==> src/rtl/spi_rx_pkg.sv <==
package spi_rx_pkg;
    localparam int DATA_W = 8;
    localparam int CTRL_W = 5;
    localparam int NFLAG  = 3;

    // control bit positions
    localparam int C_EN    = 0;
    localparam int C_MSTR  = 1;
    localparam int C_RXIE  = 2;
    localparam int C_ERRIE = 3;
    localparam int C_MFEN  = 4;

    // flag indices
    localparam int F_FULL = 0;
    localparam int F_OVR  = 1;
    localparam int F_MF   = 2;

    typedef enum logic {
        CLR_IDLE  = 1'b0,
        CLR_ARMED = 1'b1
    } clr_state_t;
endpackage

==> src/rtl/spi_ss_sync.sv <==
module spi_ss_sync (
    input  logic clk,
    input  logic rst,
    input  logic ss_n_in,
    output logic ss_fall
);
    logic ff1_q, ff2_q, prev_q;

    always_ff @(posedge clk) begin
        if (rst) begin
            ff1_q  <= 1'b1;
            ff2_q  <= 1'b1;
            prev_q <= 1'b1;
        end else begin
            ff1_q  <= ss_n_in;
            ff2_q  <= ff1_q;
            prev_q <= ff2_q;
        end
    end

    assign ss_fall = prev_q & ~ff2_q;
endmodule

==> src/rtl/spi_flag_clr.sv <==
module spi_flag_clr
    import spi_rx_pkg::*;
(
    input  logic clk,
    input  logic rst,
    input  logic set_evt,
    input  logic chk_rd,
    input  logic fin_acc,
    output logic flag_q
);
    clr_state_t state_q, state_d;
    logic       clr_now;

    always_ff @(posedge clk) begin
        if (rst) state_q <= CLR_IDLE;
        else     state_q <= state_d;
    end

    always_comb begin
        state_d = state_q;
        clr_now = 1'b0;
        unique case (state_q)
            CLR_IDLE: begin
                if (chk_rd && flag_q && !set_evt) state_d = CLR_ARMED;
            end
            CLR_ARMED: begin
                if (set_evt) begin
                    state_d = CLR_IDLE;
                end else if (fin_acc) begin
                    state_d = CLR_IDLE;
                    clr_now = 1'b1;
                end
            end
        endcase
    end

    always_ff @(posedge clk) begin
        if (rst)          flag_q <= 1'b0;
        else if (set_evt) flag_q <= 1'b1;
        else if (clr_now) flag_q <= 1'b0;
    end

    // a flag only drops when its machine was armed
    p_clear_after_arm_r3: assert property (@(posedge clk) disable iff (rst)
        $fell(flag_q) |-> $past(state_q == CLR_ARMED));

    // a new set always wins over a pending clear
    p_set_wins_r8: assert property (@(posedge clk) disable iff (rst)
        set_evt |=> flag_q);
endmodule

==> src/rtl/spi_rx_status.sv <==
module spi_rx_status
    import spi_rx_pkg::*;
(
    input  logic              clk,
    input  logic              rst,
    input  logic              rx_done,
    input  logic [DATA_W-1:0] rx_byte,
    input  logic              ss_n,
    input  logic              rd_status,
    input  logic              rd_data,
    input  logic              wr_ctrl,
    input  logic [CTRL_W-1:0] ctrl_wdata,
    input  logic              tx_load,
    output logic [DATA_W-1:0] rx_data,
    output logic              rx_full,
    output logic              rx_ovr,
    output logic              mode_fault,
    output logic              tx_empty,
    output logic [CTRL_W-1:0] ctrl_q,
    output logic              pins_owned,
    output logic              cnt_clr,
    output logic              irq
);
    logic             ss_fall;
    logic             mf_evt;
    logic [NFLAG-1:0] fl_set, fl_fin, fl_q;

    spi_ss_sync u_sync (
        .clk     (clk),
        .rst     (rst),
        .ss_n_in (ss_n),
        .ss_fall (ss_fall)
    );

    assign mf_evt         = ss_fall & ctrl_q[C_MSTR] & ctrl_q[C_MFEN];
    assign fl_set[F_FULL] = rx_done & ~fl_q[F_FULL];
    assign fl_set[F_OVR]  = rx_done &  fl_q[F_FULL];
    assign fl_set[F_MF]   = mf_evt;
    assign fl_fin[F_FULL] = rd_data;
    assign fl_fin[F_OVR]  = rd_data;
    assign fl_fin[F_MF]   = wr_ctrl;

    for (genvar i = 0; i < NFLAG; i++) begin : g_flag
        spi_flag_clr u_fl (
            .clk     (clk),
            .rst     (rst),
            .set_evt (fl_set[i]),
            .chk_rd  (rd_status),
            .fin_acc (fl_fin[i]),
            .flag_q  (fl_q[i])
        );
    end

    always_ff @(posedge clk) begin
        if (rst) begin
            rx_data  <= '0;
            ctrl_q   <= '0;
            tx_empty <= 1'b1;
            cnt_clr  <= 1'b0;
        end else begin
            if (fl_set[F_FULL]) rx_data <= rx_byte;
            if (wr_ctrl)        ctrl_q  <= ctrl_wdata;
            if (mf_evt)         ctrl_q[C_EN] <= 1'b0;
            if (mf_evt)         tx_empty <= 1'b1;
            else if (tx_load)   tx_empty <= 1'b0;
            cnt_clr <= mf_evt;
        end
    end

    assign rx_full    = fl_q[F_FULL];
    assign rx_ovr     = fl_q[F_OVR];
    assign mode_fault = fl_q[F_MF];
    assign pins_owned = ctrl_q[C_EN];
    assign irq        = (rx_full & ctrl_q[C_RXIE])
                      | ((rx_ovr | mode_fault) & ctrl_q[C_ERRIE]);

    // an overrunning byte never reaches the data register
    p_data_hold_r2: assert property (@(posedge clk) disable iff (rst)
        (rx_done && rx_full) |=> rx_data == $past(rx_data));

    // a fault is recorded only with detection enabled
    p_fault_gate_r5: assert property (@(posedge clk) disable iff (rst)
        $rose(mode_fault) |-> $past(ctrl_q[C_MFEN] && ctrl_q[C_MSTR]));

    // the fault shuts the peripheral down at the same edge
    p_shutdown_r10: assert property (@(posedge clk) disable iff (rst)
        cnt_clr |-> (mode_fault && tx_empty && !pins_owned));
endmodule

==> config.mk <==
export PLATFORM = sky130hd
export DESIGN_NAME = spi_rx_status
export DESIGN_NICKNAME = d
export VERILOG_FILES = /design/src/rtl/spi_rx_pkg.sv /design/src/rtl/spi_ss_sync.sv /design/src/rtl/spi_flag_clr.sv /design/src/rtl/spi_rx_status.sv
export SDC_FILE = /design/constraint.sdc
export NUM_CORES = 1
export LEC_CHECK = 0
export ABC_CLOCK_PERIOD_IN_PS = 1300
export CAP_MARGIN = 20
export CORE_AREA = 2 2 62 64
export CTS_BUF_LIST = sky130_fd_sc_hd__clkbuf_2
export DETAILED_ROUTE_END_ITERATION = 8
export DIE_AREA = 0 0 64 66
export SYNTH_ARGS = -nofsm -noshare
export SYNTH_HDL_FRONTEND = slang
export SYNTH_SLANG_ARGS = --single-unit
export TNS_END_PERCENT = 5
==> constraint.sdc <==
create_clock -name clk -period 1.3 [get_ports clk]
set_input_delay 0.195 -clock clk [delete_from_list [all_inputs] [get_ports clk]]
set_output_delay 0.195 -clock clk [all_outputs]
set_load 0.005 [all_outputs]
* After elaboration in Yosys (flattened, before gate mapping)
Cells that the tools add are included.
** Storage, ports and cells
- Memory bits (read-only) :: 0
- Logic and storage cells :: 66
- Bits in latches :: 0
- Memories kept :: 0
- Bits in registers :: 24
- Bits in writable memories :: 0
** Operators by class
- Multiply operators :: 0
- Bitwise logic cells :: 14
- Magnitude comparators :: 0
- Shifts and indexed selects :: 0
- Add/subtract/negate cells :: 0
- Div/mod/pow operators :: 0
- Eq/ne operators :: 0
- Multiplexer cells :: 25
- Reductions and logical operators :: 13
** Operator list (count)
- 2-to-1 mux 1 bit :: 22
- AND 1 bit :: 7
- logical AND 1 bit :: 6
- one-hot mux 1 bit (2 select lines) :: 3
- nonzero test 2 bit :: 3
- inverter 1 bit :: 5
- logical NOT 1 bit :: 3
- bitwise OR 1 bit :: 2
- OR reduction 2 bit :: 1

* Logic depth before layout (Yosys ltp)
Gate-level depths: netlist of run 1.
- Word-level depth :: 8
- Mapped depth :: 4
- Depth with buffers taken out :: 3

* By module
From an unflattened synthesis of run 1, not the netlist that was laid out.
** Unflattened totals
- Cells, all modules :: 92
- Area total of the unflattened synthesis :: 947.2 um^2
** By module, submodules not included
- spi_rx_status :: sequential area each 300.3 um^2, times used 1, area an instance 573.0 um^2, cells each 64
- spi_flag_clr :: sequential area each 40.0 um^2, times used 3, area an instance 96.3 um^2, cells each 7
- spi_ss_sync :: sequential area each 60.1 um^2, times used 1, area an instance 85.1 um^2, cells each 7

* Worst setup path after synthesis of run 1
OpenSTA, ideal clock, no wires.
- Kind :: register to register
- From :: register g_flag[0].u_fl.flag_q
- To :: register g_flag[0].u_fl.flag_q
- Stages on the path, launching flop included :: 5
- Buffers on the path :: 1
- Period minus slack after synthesis :: 0.894 ns
- Arrival time :: 0.767 ns
- Data required time :: 1.172 ns
- Path slack :: 0.406 ns
- Cell sequence :: dfxtp_1 > nor2b_1 > buf_2 > a21oi_1 > nor2_1
** On the way
- Word-level cells in the longest chain between the ends :: 5
- Elaborated cells between the ends (all ways) :: 6
- Those cells by class :: mux (3); bitwise (2); reduce/logical (1)
** Ends and longest elaborated chain
- start: declaration :: RTL line spi_flag_clr.sv:9 : output logic flag_q
- start signal: assignment :: RTL line spi_flag_clr.sv:38 : if (rst) flag_q <= 1'b0;
- start signal: assignment :: RTL line spi_flag_clr.sv:39 : else if (set_evt) flag_q <= 1'b1;
- start signal: assignment :: RTL line spi_flag_clr.sv:40 : else if (clr_now) flag_q <= 1'b0;
- inverter 1 bit (*) :: RTL line spi_rx_status.sv:36 : assign fl_set[F_FULL] = rx_done & ~fl_q[F_FULL];
- AND 1 bit (*) :: RTL line spi_rx_status.sv:36
- 2-to-1 mux 1 bit :: RTL line spi_flag_clr.sv:27 : if (set_evt) begin
- 2-to-1 mux 1 bit :: RTL line spi_flag_clr.sv:22 : unique case (state_q)
- nonzero test 2 bit (no line)
Every way passes the cells marked *; elsewhere a longest branch is shown, timed or not.
A chain may end at the register's enable or synchronous reset.

* Final worst setup path of run 1
- From :: register g_flag[2].u_fl.flag_q
- To :: output port irq
** On the way
- Word-level cells in the longest chain between the ends :: 3
** Ends and longest elaborated chain
- start: declaration :: RTL line spi_flag_clr.sv:9
- start signal: assignment :: RTL line spi_flag_clr.sv:38
- start signal: assignment :: RTL line spi_flag_clr.sv:39
- start signal: assignment :: RTL line spi_flag_clr.sv:40
- bitwise OR 1 bit :: RTL line spi_rx_status.sv:75 : | ((rx_ovr | mode_fault) & ctrl_q[C_ERRIE]);
- AND 1 bit :: RTL line spi_rx_status.sv:75
- bitwise OR 1 bit :: RTL line spi_rx_status.sv:75
- end: declaration :: RTL line spi_rx_status.sv:22 : output logic irq
Every way passes these cells.

==> summary.md, run 1 <==
| Metric | Value |
|---|---|
| Clock transition at path regs | around 0.24 ns |
| Fin cells | 189 |
| Placed cell count | roughly 190 |
| Worst-margin pin slew | 0.341 ns |
| Placed inst area | 0.00134 mm^2 |
| Total grt overflow | 0 |
| Fmax | roughly 0.75 GHz |
| Final Wtd Congestion | 0.712 |
| Antenna violations before repair | 0 |
| Die Ht | 66 um |
| Distinct cell type count after synthesis | 18 |
| Slew margin rel. | between 70 and 80% |
| Crit path DAT | roughly 1.1 ns |
| Status | complete, but fails checks |
| Post-Synthesis Cell Area | 867 um^2 |
| Required time of the critical path | 1.11 ns |
| HPWL Detailed | roughly 1600 um |
| Max-Cap Viols | 0 |
| Violated checks | negative setup slack |
| Largest buffer count on any clock path | 2 |
| Worst skew pair latency | 0.35 ns |
| Drt pass-1 iters | 4 |
| Vias in the first global route | 733 |
| Fin crit period | 1.34 ns |
| # IOs | 41 |
| # port buffers | 40 |
| Initial core utilization | 24.4% |
| Final hold slack | 0.347 ns |
| Post-Route WL | 2050 um |
| Tcrit/Tclk final | 103% |
| Synth area leader | dfxtp_1 |
| H-tree levels | 1 |
| Cell count after synthesis | 97 |
| Hold buffer count at cts | 0 |
| NumNets Final | 163 |
| Average cell area after synthesis | between 8 and 9 um^2 |
| Final hold vios | 0 |
| Area contributors post-synth | dfxtp_1 55%, nand2_1 10%, a21oi_1 6.3% |
| Clk sinks | 24 |
| First-pass GRT wire length | 3310 um |
| Synth warn | 0 |
| RSZ-0062 raised after global routing | yes |
| Clk root buf | clkbuf_2 |
| Min-Delay Path Class | in2reg |
| Routed WL per cell | 10.8 um |
| Setup TNS | -0.0372 ns |
| Vias per Instance | 4.17 |
| Die W | 64 um |
| Via count | 789 |
| Final WS setup | -0.0372 ns |
| Row count | 22 |
| Final Util | 38.9% |
| Worst Path Max Fanout | 2 |
| 1st-iter DRT viols | 24 |
| Final number of max-transition violations | 0 |
| Crit start category | register |
| Core box area | around 0.0036 mm^2 |
| Max VDD drop | 0.491 mV |
| Synth-to-Final Area Change | 59.2% |
| CTS Buf Count | 3 |
| Power Total | between 1.5 and 2 mW |
| DIE AREA | 0.00422 mm^2 |
| Final antenna-violating net count | 0 |
| Fin area | 0.00138 mm^2 |
| CTS tree | built |
| Worst clock skew | 0.0233 ns |
| Final setup viols | 1 |
| Leak Pwr | 0.625 nW |
| Setup Crit Path Kind | reg2out |
| Setup Fix Bufs, Post-CTS | 0 |
| Mapped Nets | 118 |
| Pin count of the biggest net entering global routing | 16 |
| Setup WS pre-CTS | -0.0142 ns |
| #FFs+latches synth | 24 |
| Ant. Diodes | 0 |
| Top-area cell type share of the netlist area | a little under three fifths |
| Sequential area share after synthesis | 55.4% |
| Critical Path End Type | output port |
| DRC errors left | 0 |
| Total GRT Usage | between 10% and 20% |
| Power per Cell Area | about 1100 mW/mm^2 |
| Ratio of cells with drive above 1 in the final layout | between 20% and 30% |
[cells in the mapped netlist (all sizes together)]
cell type,instances
mux2i,5
nor2,9
nand4b,1
or2,3
nor2b,3
nand2b,3
nand2,24
a211oi,1
mux2,2
o21ai,2
a21o,1
a21oi,11
buf,5
inv,1
a22oi,1
clkbuf,1
dfxtp,24
[report_power, final]
group	switching (mW)	leakage (nW)	total (mW)	internal, mW
registers	0.0206	0.203	0.801	0.781
logic	0.0830	0.396	0.214	0.131
clock network	0.226	0.0266	0.491	0.265
[critical path, cell delays in order, from the launching register on]
cell and delay, ns:
dfxtp_2 0.38, o21ai_1 0.11, nand2_1 0.06, dlygate4sd2_1 0.25
[area by class of cell]
class,instances,area [um^2]
tap,48,60.1
inverter,1,3.75
multi-input combinational,66,349
sequential,24,502
fill,369,2170
clock inverter,1,30.0
clock buffer,3,15.0
timing repair buffer,46,420
[cell families after synthesis]
| logic type | synth area share (%) |
|---|---|
| buffers and inverters | 4.33 |
| flip-flops | 55.4 |
| AND/OR/NAND/NOR | 21.8 |
| AO/OA/AOI/OAI | 10.1 |
| multiplexers | 8.37 |
[repair_timing]
item                                   in CTS  in global routing
setup endpoints to repair                  20                  3
pin swaps                                   0                  0
cloned                                      0                  0
gates resized for setup                    38                  2
endpoints found under the hold margin       0                  0
[metal layers]
layer / vias to the layer above / routed length (um) / track usage, %
met3: 4 / 143 / 3.07
met1: 354 / 955 / 11.9
met2: 32 / 929 / 17.6
met5: - / 0 / 0
li1: 399 / - / -
met4: 0 / 19 / 4.89
[registers in the layout, indices dropped and copies added (netlist names)]
signal,count
cnt_clr,1
ctrl_q,5
g_flag.u_fl.flag_q,3
g_flag.u_fl.state_q,3
rx_data,8
tx_empty,1
u_sync.ff1_q,1
u_sync.ff2_q,1
u_sync.prev_q,1
[final timing paths]
kind | startpoint | to | slack (ns) | depth (start not counted)
setup / recovery | g_flag[2].u_fl.flag_q | irq | -0.04 | 3
hold / removal | rx_byte[5] | rx_data[5] | 0.35 | 3
hold reg to reg | u_sync.ff1_q | u_sync.ff2_q | 0.44 | 1
setup reg to reg | g_flag[0].u_fl.flag_q | rx_data[4] | 0.20 | 4
[cells in the final DEF, fill, tap and decap left out]
cell type,n
nand2_1,24
clkdlybuf4s50_1,20
dlygate4sd2_1,18
dfxtp_2,17
a21oi_1,11
nor2_1,9
dfxtp_1,7
buf_4,6
mux2i_1,5
clkbuf_2,4
or2_2,3
nor2b_1,3
nand2b_1,3
mux2_2,2
o21ai_1,1
nand4b_1,1
o21ai_0,1
inv_1,1
a21o_1,1
a211oi_1,1
a22oi_1,1
bufinv_16,1
dlymetal6s2s_1,1
(Power assumes the default switching activity.)
==> run 2, diff against run 1 <==
Settings changed: CORE_AREA 2 2 62 64 to 2 2 53 75, DIE_AREA 0 0 64 66 to 0 0 55 77.
==> run 2 against run 1 <==
  * First-iteration DRC count is 54% lower
  * The flow now finishes without violations
  * Fmax increased by 12%
  * Clock skew fell by 0.020 ns
  * Utilization fell by 0.65 points
  * Critical endpoint is now mode_fault
  * Worst setup slack better by 0.14 ns
  * Clock power is 45% lower
==> summary.md, run 2 (synthesis gave the netlist of run 1 again) <==
| Metric | Value |
|---|---|
| Crit path launch | g_flag[2].u_fl.flag_q |
| Critical Path End Type | output port |
| Number of flip-flops in the largest register | 8 (unchanged) |
| Clk sinks | 24 (unchanged) |
| Max VDD drop | 0.487 mV (-0.99%) |
| Hold depth | 3 (unchanged) |
| Setup WS pre-CTS | 0.0292 ns (+0.0435 ns) |
| Final setup viols | 0 (-1) |
| FF-to-FF path depth | 4 (unchanged) |
| Via count | 796 (+0.89%) |
| Final antenna-violating net count | 0 (unchanged) |
| Most frequent cells in the layout | 24 x nand2_1, 20 x clkdlybuf4s50_1, 17 x dfxtp_2, 17 x dlygate4sd2_1, 11 x a21oi_1 |
| Post-Route WL | 2090 um (+1.9%) |
| Largest stage delay on the critical path | 0.36 ns (-0.02 ns) |
| Min-Delay Path Class | in2reg |
| Placed inst area | 0.00135 mm^2 (+0.56%) |
| Slowest CP cell | dfxtp_2 |
| Fin cells | 186 (-1.6%) |
| Pin count of the biggest net entering global routing | 14 (-2) |
| Worst Path Max Fanout | 3 (+1) |
| Clock transition at path regs | 0.20 ns (-0.04 ns) |
| Placed cell count | 181 (-2.2%) |
| WP buf/inv | 2 (+1) |
| Crit start category | register |
| Vias per Instance | 4.28 (+2.5%) |
| Fill count | 411 (+11%) |
| Fin area | 0.00137 mm^2 (-0.91%) |
| Worst clock skew | 0.00371 ns (-0.0196 ns) |
| CP top delay family | flip-flops |
| Tcrit/Tclk final | 92.2% (-11 points) |
| First-pass GRT wire length | 3530 um (+6.9%) |
| Final hold vios | 0 (unchanged) |
| 1st-iter DRT viols | 11 (-54%) |
| CTS Buf Count | 3 (unchanged) |
| Largest buffer count on any clock path | 2 (unchanged) |
| Final number of max-transition violations | 0 (unchanged) |
| Worst-margin pin slew | 0.299 ns (-0.0418 ns) |
| Initial core utilization | 24.2% (-0.19 points) |
| DRC errors left | 0 (unchanged) |
| Worst skew pair latency | 0.31 ns (-0.04 ns) |
| Total GRT Usage | 11.1% (+0.77 points) |
| Final hold slack | 0.385 ns (+0.0377 ns) |
| FF-to-FF End | rx_data[0] |
| Largest register by flop count | rx_data |
| Power per Cell Area | 944 mW/mm^2 (-13%) |
| Synth-to-Final Area Change | 57.7% |
| DIE AREA | 0.00424 mm^2 (+0.26%) |
| Vias in the first global route | 837 (+14%) |
| Setup TNS | 0 ns (+0.0372 ns) |
| Setup Crit Path Kind | reg2out |
| Drt pass-1 iters | 4 (unchanged) |
| Final Wtd Congestion | 0.660 (-7.4%) |
| Hold_sp | rx_byte[3] |
| Required time of the critical path | 1.11 ns (about the same) |
| Max-Cap Viols | 0 (unchanged) |
| Leak Pwr | 0.609 nW (-2.5%) |
| Fin crit period | 1.20 ns (-0.138 ns) |
| Row count | 26 (+18%) |
| Die Ht | 77 um (+17%) |
| Crit path DAT | 1.00 ns (-0.14 ns) |
| Core box area | 0.00358 mm^2 (+0.78%) |
| HPWL Detailed | 1670 um (+3.1%) |
| Slew margin rel. | 80.0% (+2.9 points) |
| Final WS setup | 0.101 ns (+0.138 ns) |
| RSZ-0062 raised after global routing | no |
| H-tree levels | 1 (unchanged) |
| NumNets Final | 166 (+1.8%) |
| Die W | 55 um (-14%) |
| Hold buffer count at cts | 0 (unchanged) |
| Ant. Diodes | 0 (unchanged) |
| # IOs | 41 (unchanged) |
| Fmax | 0.834 GHz (+12%) |
| Total grt overflow | 0 (unchanged) |
| Clk root buf | clkbuf_2 |
| Worst Hold End | rx_data[3] |
| Power Total | 1.29 mW (-14%) |
| Routed WL per cell | 11.2 um (+3.5%) |
| Commonest non-fill, non-tap cell in the layout | nand2_1 |
| Crit-path cells | buf_4 > clkdlybuf4s15_1 |
| Final Util | 38.2% (-0.65 points) |
| Ratio of cells with drive above 1 in the final layout | 24.3% (+0.90 points) |
| Antenna violations before repair | 0 (unchanged) |
| # port buffers | 40 (unchanged) |
| Status | finished clean |
| R2R Setup Slk | 0.19 ns (about the same) |
| CTS tree | built |
| Biggest regs | rx_data: 8 flops, ctrl_q: 5 flops |
| Worst r2r src | g_flag[0].u_fl.flag_q |
==> run 2: cell count changes in the layout (fill, tap and decap cells not counted), sizes merged <==
| cell | previous run | this run |
|---|---|---|
| bufinv | 1 | 0 |
| dlymetal6s2s | 1 | 0 |
| clkinv | 0 | 1 |
| dlygate4sd2 | 18 | 17 |
| buf | 6 | 9 |
| clkdlybuf4s15 | 0 | 2 |
==> run 2: report_power, final <==
group	internal, mW	switching [mW]	total (mW)
sequential	0.780	0.0207	0.801
clock	0.0669	0.201	0.268
combinational	0.137	0.0853	0.223
total	0.984	0.307	1.29
==> run 2: layer usage <==
| layer | up-vias | global-route usage [%] | routed length [um] |
|---|---|---|---|
| met5 | - | 0 | 0 |
| met4 | 0 | 3.66 | 8 |
| met3 | 2 | 2.72 | 171 |
| met2 | 34 | 20.8 | 1120 |
| met1 | 353 | 11.1 | 786 |
| li1 | 407 | - | - |
==> run 2: worst max path at each step <==
stage                                 end  slack, ns  cells past startpoint
global route                       rx_ovr       0.04                      2
finish                         mode_fault       0.10                      2
CTS                            mode_fault      0.007                      2
floorplan           g_flag[0].u_fl.flag_q       0.41                      4
global placement               rx_data[2]       0.07                      5
detailed placement             rx_data[1]       0.03                      5
==> run 2: final cells by class <==
class | count | area, um^2 | area share (%)
Multi-Input combinational cell | 66 | 349 | 25.5
Clock buffer | 3 | 15.0 | 1.10
Tap cell | 42 | 52.6 | 3.84
Inverter | 1 | 3.75 | 0.274
Clock inverter | 1 | 3.75 | 0.274
Sequential cell | 24 | 502 | 36.7
Timing Repair Buffer | 49 | 442 | 32.3
==> run 2: repair_timing <==
action	4_1_cts	5_1_grt
pin swaps	1	0
gates resized for setup	39	3
endpoints found under the setup margin	20	3
setup buffers	1	0
==> run 2: worst min-delay path, cell delays in order <==
cell             delay, ns
clkdlybuf4s50_1       0.39
nand2_1               0.05
a21oi_1               0.05
==> run 3, diff against run 2 <==
--- a/constraint.sdc
+++ b/constraint.sdc
@@ -3,2 +3,2 @@
 set_output_delay 0.195 -clock clk [all_outputs]
-set_load 0.005 [all_outputs]
+set_load 0.1 [all_outputs]
==> run 3 against run 2 <==
  * Register-to-register slack improved by 0.04 ns
  * Global-route usage decreased by 0.24 points
  * Clock skew increased by 0.0020 ns
  * Critical path depth increased by 1
  * Clock power increased by 81%
  * Worst hold slack got worse by 0.0044 ns
  * Highest routed layer unchanged
  * Total power increased by 45%
  * Via count increased by 0.75%
==> summary.md, run 3 (synthesis gave the netlist of run 1 again) <==
| Metric | Value |
|---|---|
| Max VDD drop | 0.866 mV (+78%) |
| Final antenna-violating net count | 0 (unchanged) |
| Commonest non-fill, non-tap cell in the layout | nand2_1 |
| Comb power frac | 30.8% (+14 points) |
| Worst clock skew | 0.00571 ns (+0.00199 ns) |
| Worst skew pair latency | 0.33 ns (+0.02 ns) |
| Clk root buf | clkbuf_2 |
| Footprint of the multi-input gates | 355 um^2 (+1.8%) |
| Die W | 55 um (unchanged) |
| Sequential share of power | 43.3% (-19 points) |
| Leak Pwr | 0.656 nW (+7.7%) |
| Final hold vios | 0 (unchanged) |
| Ant. Diodes | 0 (unchanged) |
| Fill count | 372 (-9.5%) |
| Max-Cap Viols | 0 (unchanged) |
| Worst-margin pin slew | 0.281 ns (-0.0184 ns) |
| Clk sinks | 24 (unchanged) |
| DRC errors left | 0 (unchanged) |
| Min-Delay Path Class | in2reg |
| Slew margin rel. | 81.3% (+1.2 points) |
| Final WS setup | 0.0192 ns (-0.0817 ns) |
| FF-to-FF path depth | 4 (unchanged) |
| Crit start category | register |
| Worst Path Max Fanout | 2 (-1) |
| First-pass GRT wire length | 3460 um (-2.0%) |
| H-tree levels | 1 (unchanged) |
| Drt pass-1 iters | 4 (unchanged) |
| CTS tree | built |
| FF-to-FF End | rx_data[2] |
| Vias per Instance | 4.31 (+0.75%) |
| Biggest regs | rx_data: 8 flops, ctrl_q: 5 flops |
| Total GRT Usage | 10.9% (-0.24 points) |
| Most frequent cells in the layout | 23 x nand2_1, 21 x buf_12, 20 x clkdlybuf4s50_1 |
| Antenna violations before repair | 0 (unchanged) |
| Largest buffer count on any clock path | 2 (unchanged) |
| Setup WS pre-CTS | 0.0325 ns (+0.00323 ns) |
| RSZ-0062 raised after global routing | yes |
| R2R Setup Slk | 0.23 ns (+0.04 ns) |
| Setup Crit Path Kind | reg2out |
| Sw Share | 31.8% (+8.0 points) |
| Routed WL per cell | 11.0 um (-2.2%) |
| Fin crit period | 1.28 ns (+0.0817 ns) |
| Final setup viols | 0 (unchanged) |
| Required time of the critical path | 1.11 ns (about the same) |
| Ratio of cells with drive above 1 in the final layout | 31.9% (+7.6 points) |
| Total grt overflow | 0 (unchanged) |
| Post-Route WL | 2040 um (-2.2%) |
| # IOs | 41 (unchanged) |
| Synth-to-Final Area Change | 88.3% |
| Vias in the first global route | 849 (+1.4%) |
| Fmax | 0.781 GHz (-6.4%) |
| Pin count of the biggest net entering global routing | 15 (+1) |
| Crit path launch | g_flag[1].u_fl.flag_q |
| NumNets Final | 166 (unchanged) |
| Clock transition at path regs | 0.23 ns (+0.03 ns) |
| HPWL Detailed | 1610 um (-3.6%) |
| Worst r2r src | g_flag[0].u_fl.flag_q |
| CP endpoint | irq |
| Via count | 802 (+0.75%) |
| # port buffers | 40 (unchanged) |
| Crit path DAT | 1.09 ns (+0.09 ns) |
| Register Area | 495 um^2 (-1.2%) |
| Core box area | 0.00358 mm^2 (unchanged) |
| Initial core utilization | 24.2% (unchanged) |
| Final Wtd Congestion | 0.637 (-3.5%) |
| Largest register by flop count | rx_data |
| Die Ht | 77 um (unchanged) |
| Tcrit/Tclk final | 98.5% (+6.3 points) |
| CTS Buf Count | 3 (unchanged) |
| Hold buffer count at cts | 0 (unchanged) |
| Internal | 1.28 mW (+30%) |
| Number of flip-flops in the largest register | 8 (unchanged) |
| Setup TNS | 0 ns (unchanged) |
| NetSw | 0.597 mW (+95%) |
| Final hold slack | 0.381 ns (-0.00441 ns) |
| Final number of max-transition violations | 0 (unchanged) |
| Clk pwr share | 25.9% (+5.2 points) |
| Status | finished clean |
| 1st-iter DRT viols | 7 (-4) |
| DIE AREA | 0.00424 mm^2 (unchanged) |
| Row count | 26 (unchanged) |
| Power per Cell Area | 1150 mW/mm^2 (+22%) |
| Critical Path End Type | output port |
==> run 3: stage by stage <==
step / cell area, um^2 / utilization, % / total power, mW / std cells
2_1_floorplan: 877 / - / 1.15 / 97
3_3_place_gp: 1530 / 42.9 / 1.39 / 178
3_5_place_dp: 1530 / 42.9 / 1.39 / 178
4_1_cts: 1630 / 45.6 / 1.90 / 186
5_1_grt: 1630 / 45.6 / 1.96 / 186
6_report: 1630 / 45.6 / 1.88 / 186
==> run 3: critical path: stages (launching register included) <==
cell	delay, ns
dfxtp_4	0.39
o21ai_2	0.13
nand2_2	0.07
buf_12	0.16
==> run 3: final cells by class <==
type                            instances  area share [%]
Sequential cell                        24            30.3
Tap cell                               42            3.22
Timing Repair Buffer                   49            41.7
Inverter                                1           0.230
Clock inverter                          1            1.84
Clock buffer                            3           0.920
Multi-Input combinational cell         66            21.8
==> run 3: power by group through the flow <==
stage / Combinational (mW) / Clock (mW) / Sequential (mW)
CTS: 0.584 / 0.506 / 0.814
global route: 0.604 / 0.536 / 0.820
floorplan: 0.106 / 0 / 1.04
finish: 0.579 / 0.485 / 0.813
global placement: 0.554 / 0 / 0.835
detailed placement: 0.557 / 0 / 0.837
==> run 3: metal layers <==
layer | up-vias | GRT usage, % | part of all wire [%]
met2 | 31 | 18.8 | 52
met5 | - | 0 | 0
met4 | 0 | 5.12 | 0.69
li1 | 406 | - | -
met1 | 363 | 10.8 | 37
met3 | 2 | 4.09 | 11
==> run 3: worst min-delay path by stage <==
| stage | from | end | slack (ns) | cells after the start |
|---|---|---|---|---|
| after global placement | u_sync.ff1_q | u_sync.ff2_q | 0.39 | 1 |
| after floorplan | rx_done | g_flag[1].u_fl.state_q | 0.29 | 1 |
| after detailed placement | u_sync.ff1_q | u_sync.ff2_q | 0.40 | 1 |
| after global routing | rx_byte[0] | rx_data[0] | 0.34 | 3 |
| after CTS | rx_byte[1] | rx_data[1] | 0.35 | 3 |
| final | rx_byte[6] | rx_data[6] | 0.38 | 3 |
==> run 3: what timing repair did <==
action / 4_1_cts / 5_1_grt
buffers inserted: 4 / 0
pin swaps: 1 / 0
resized for setup: 5 / 0
endpoints found under the setup margin: 1 / 2
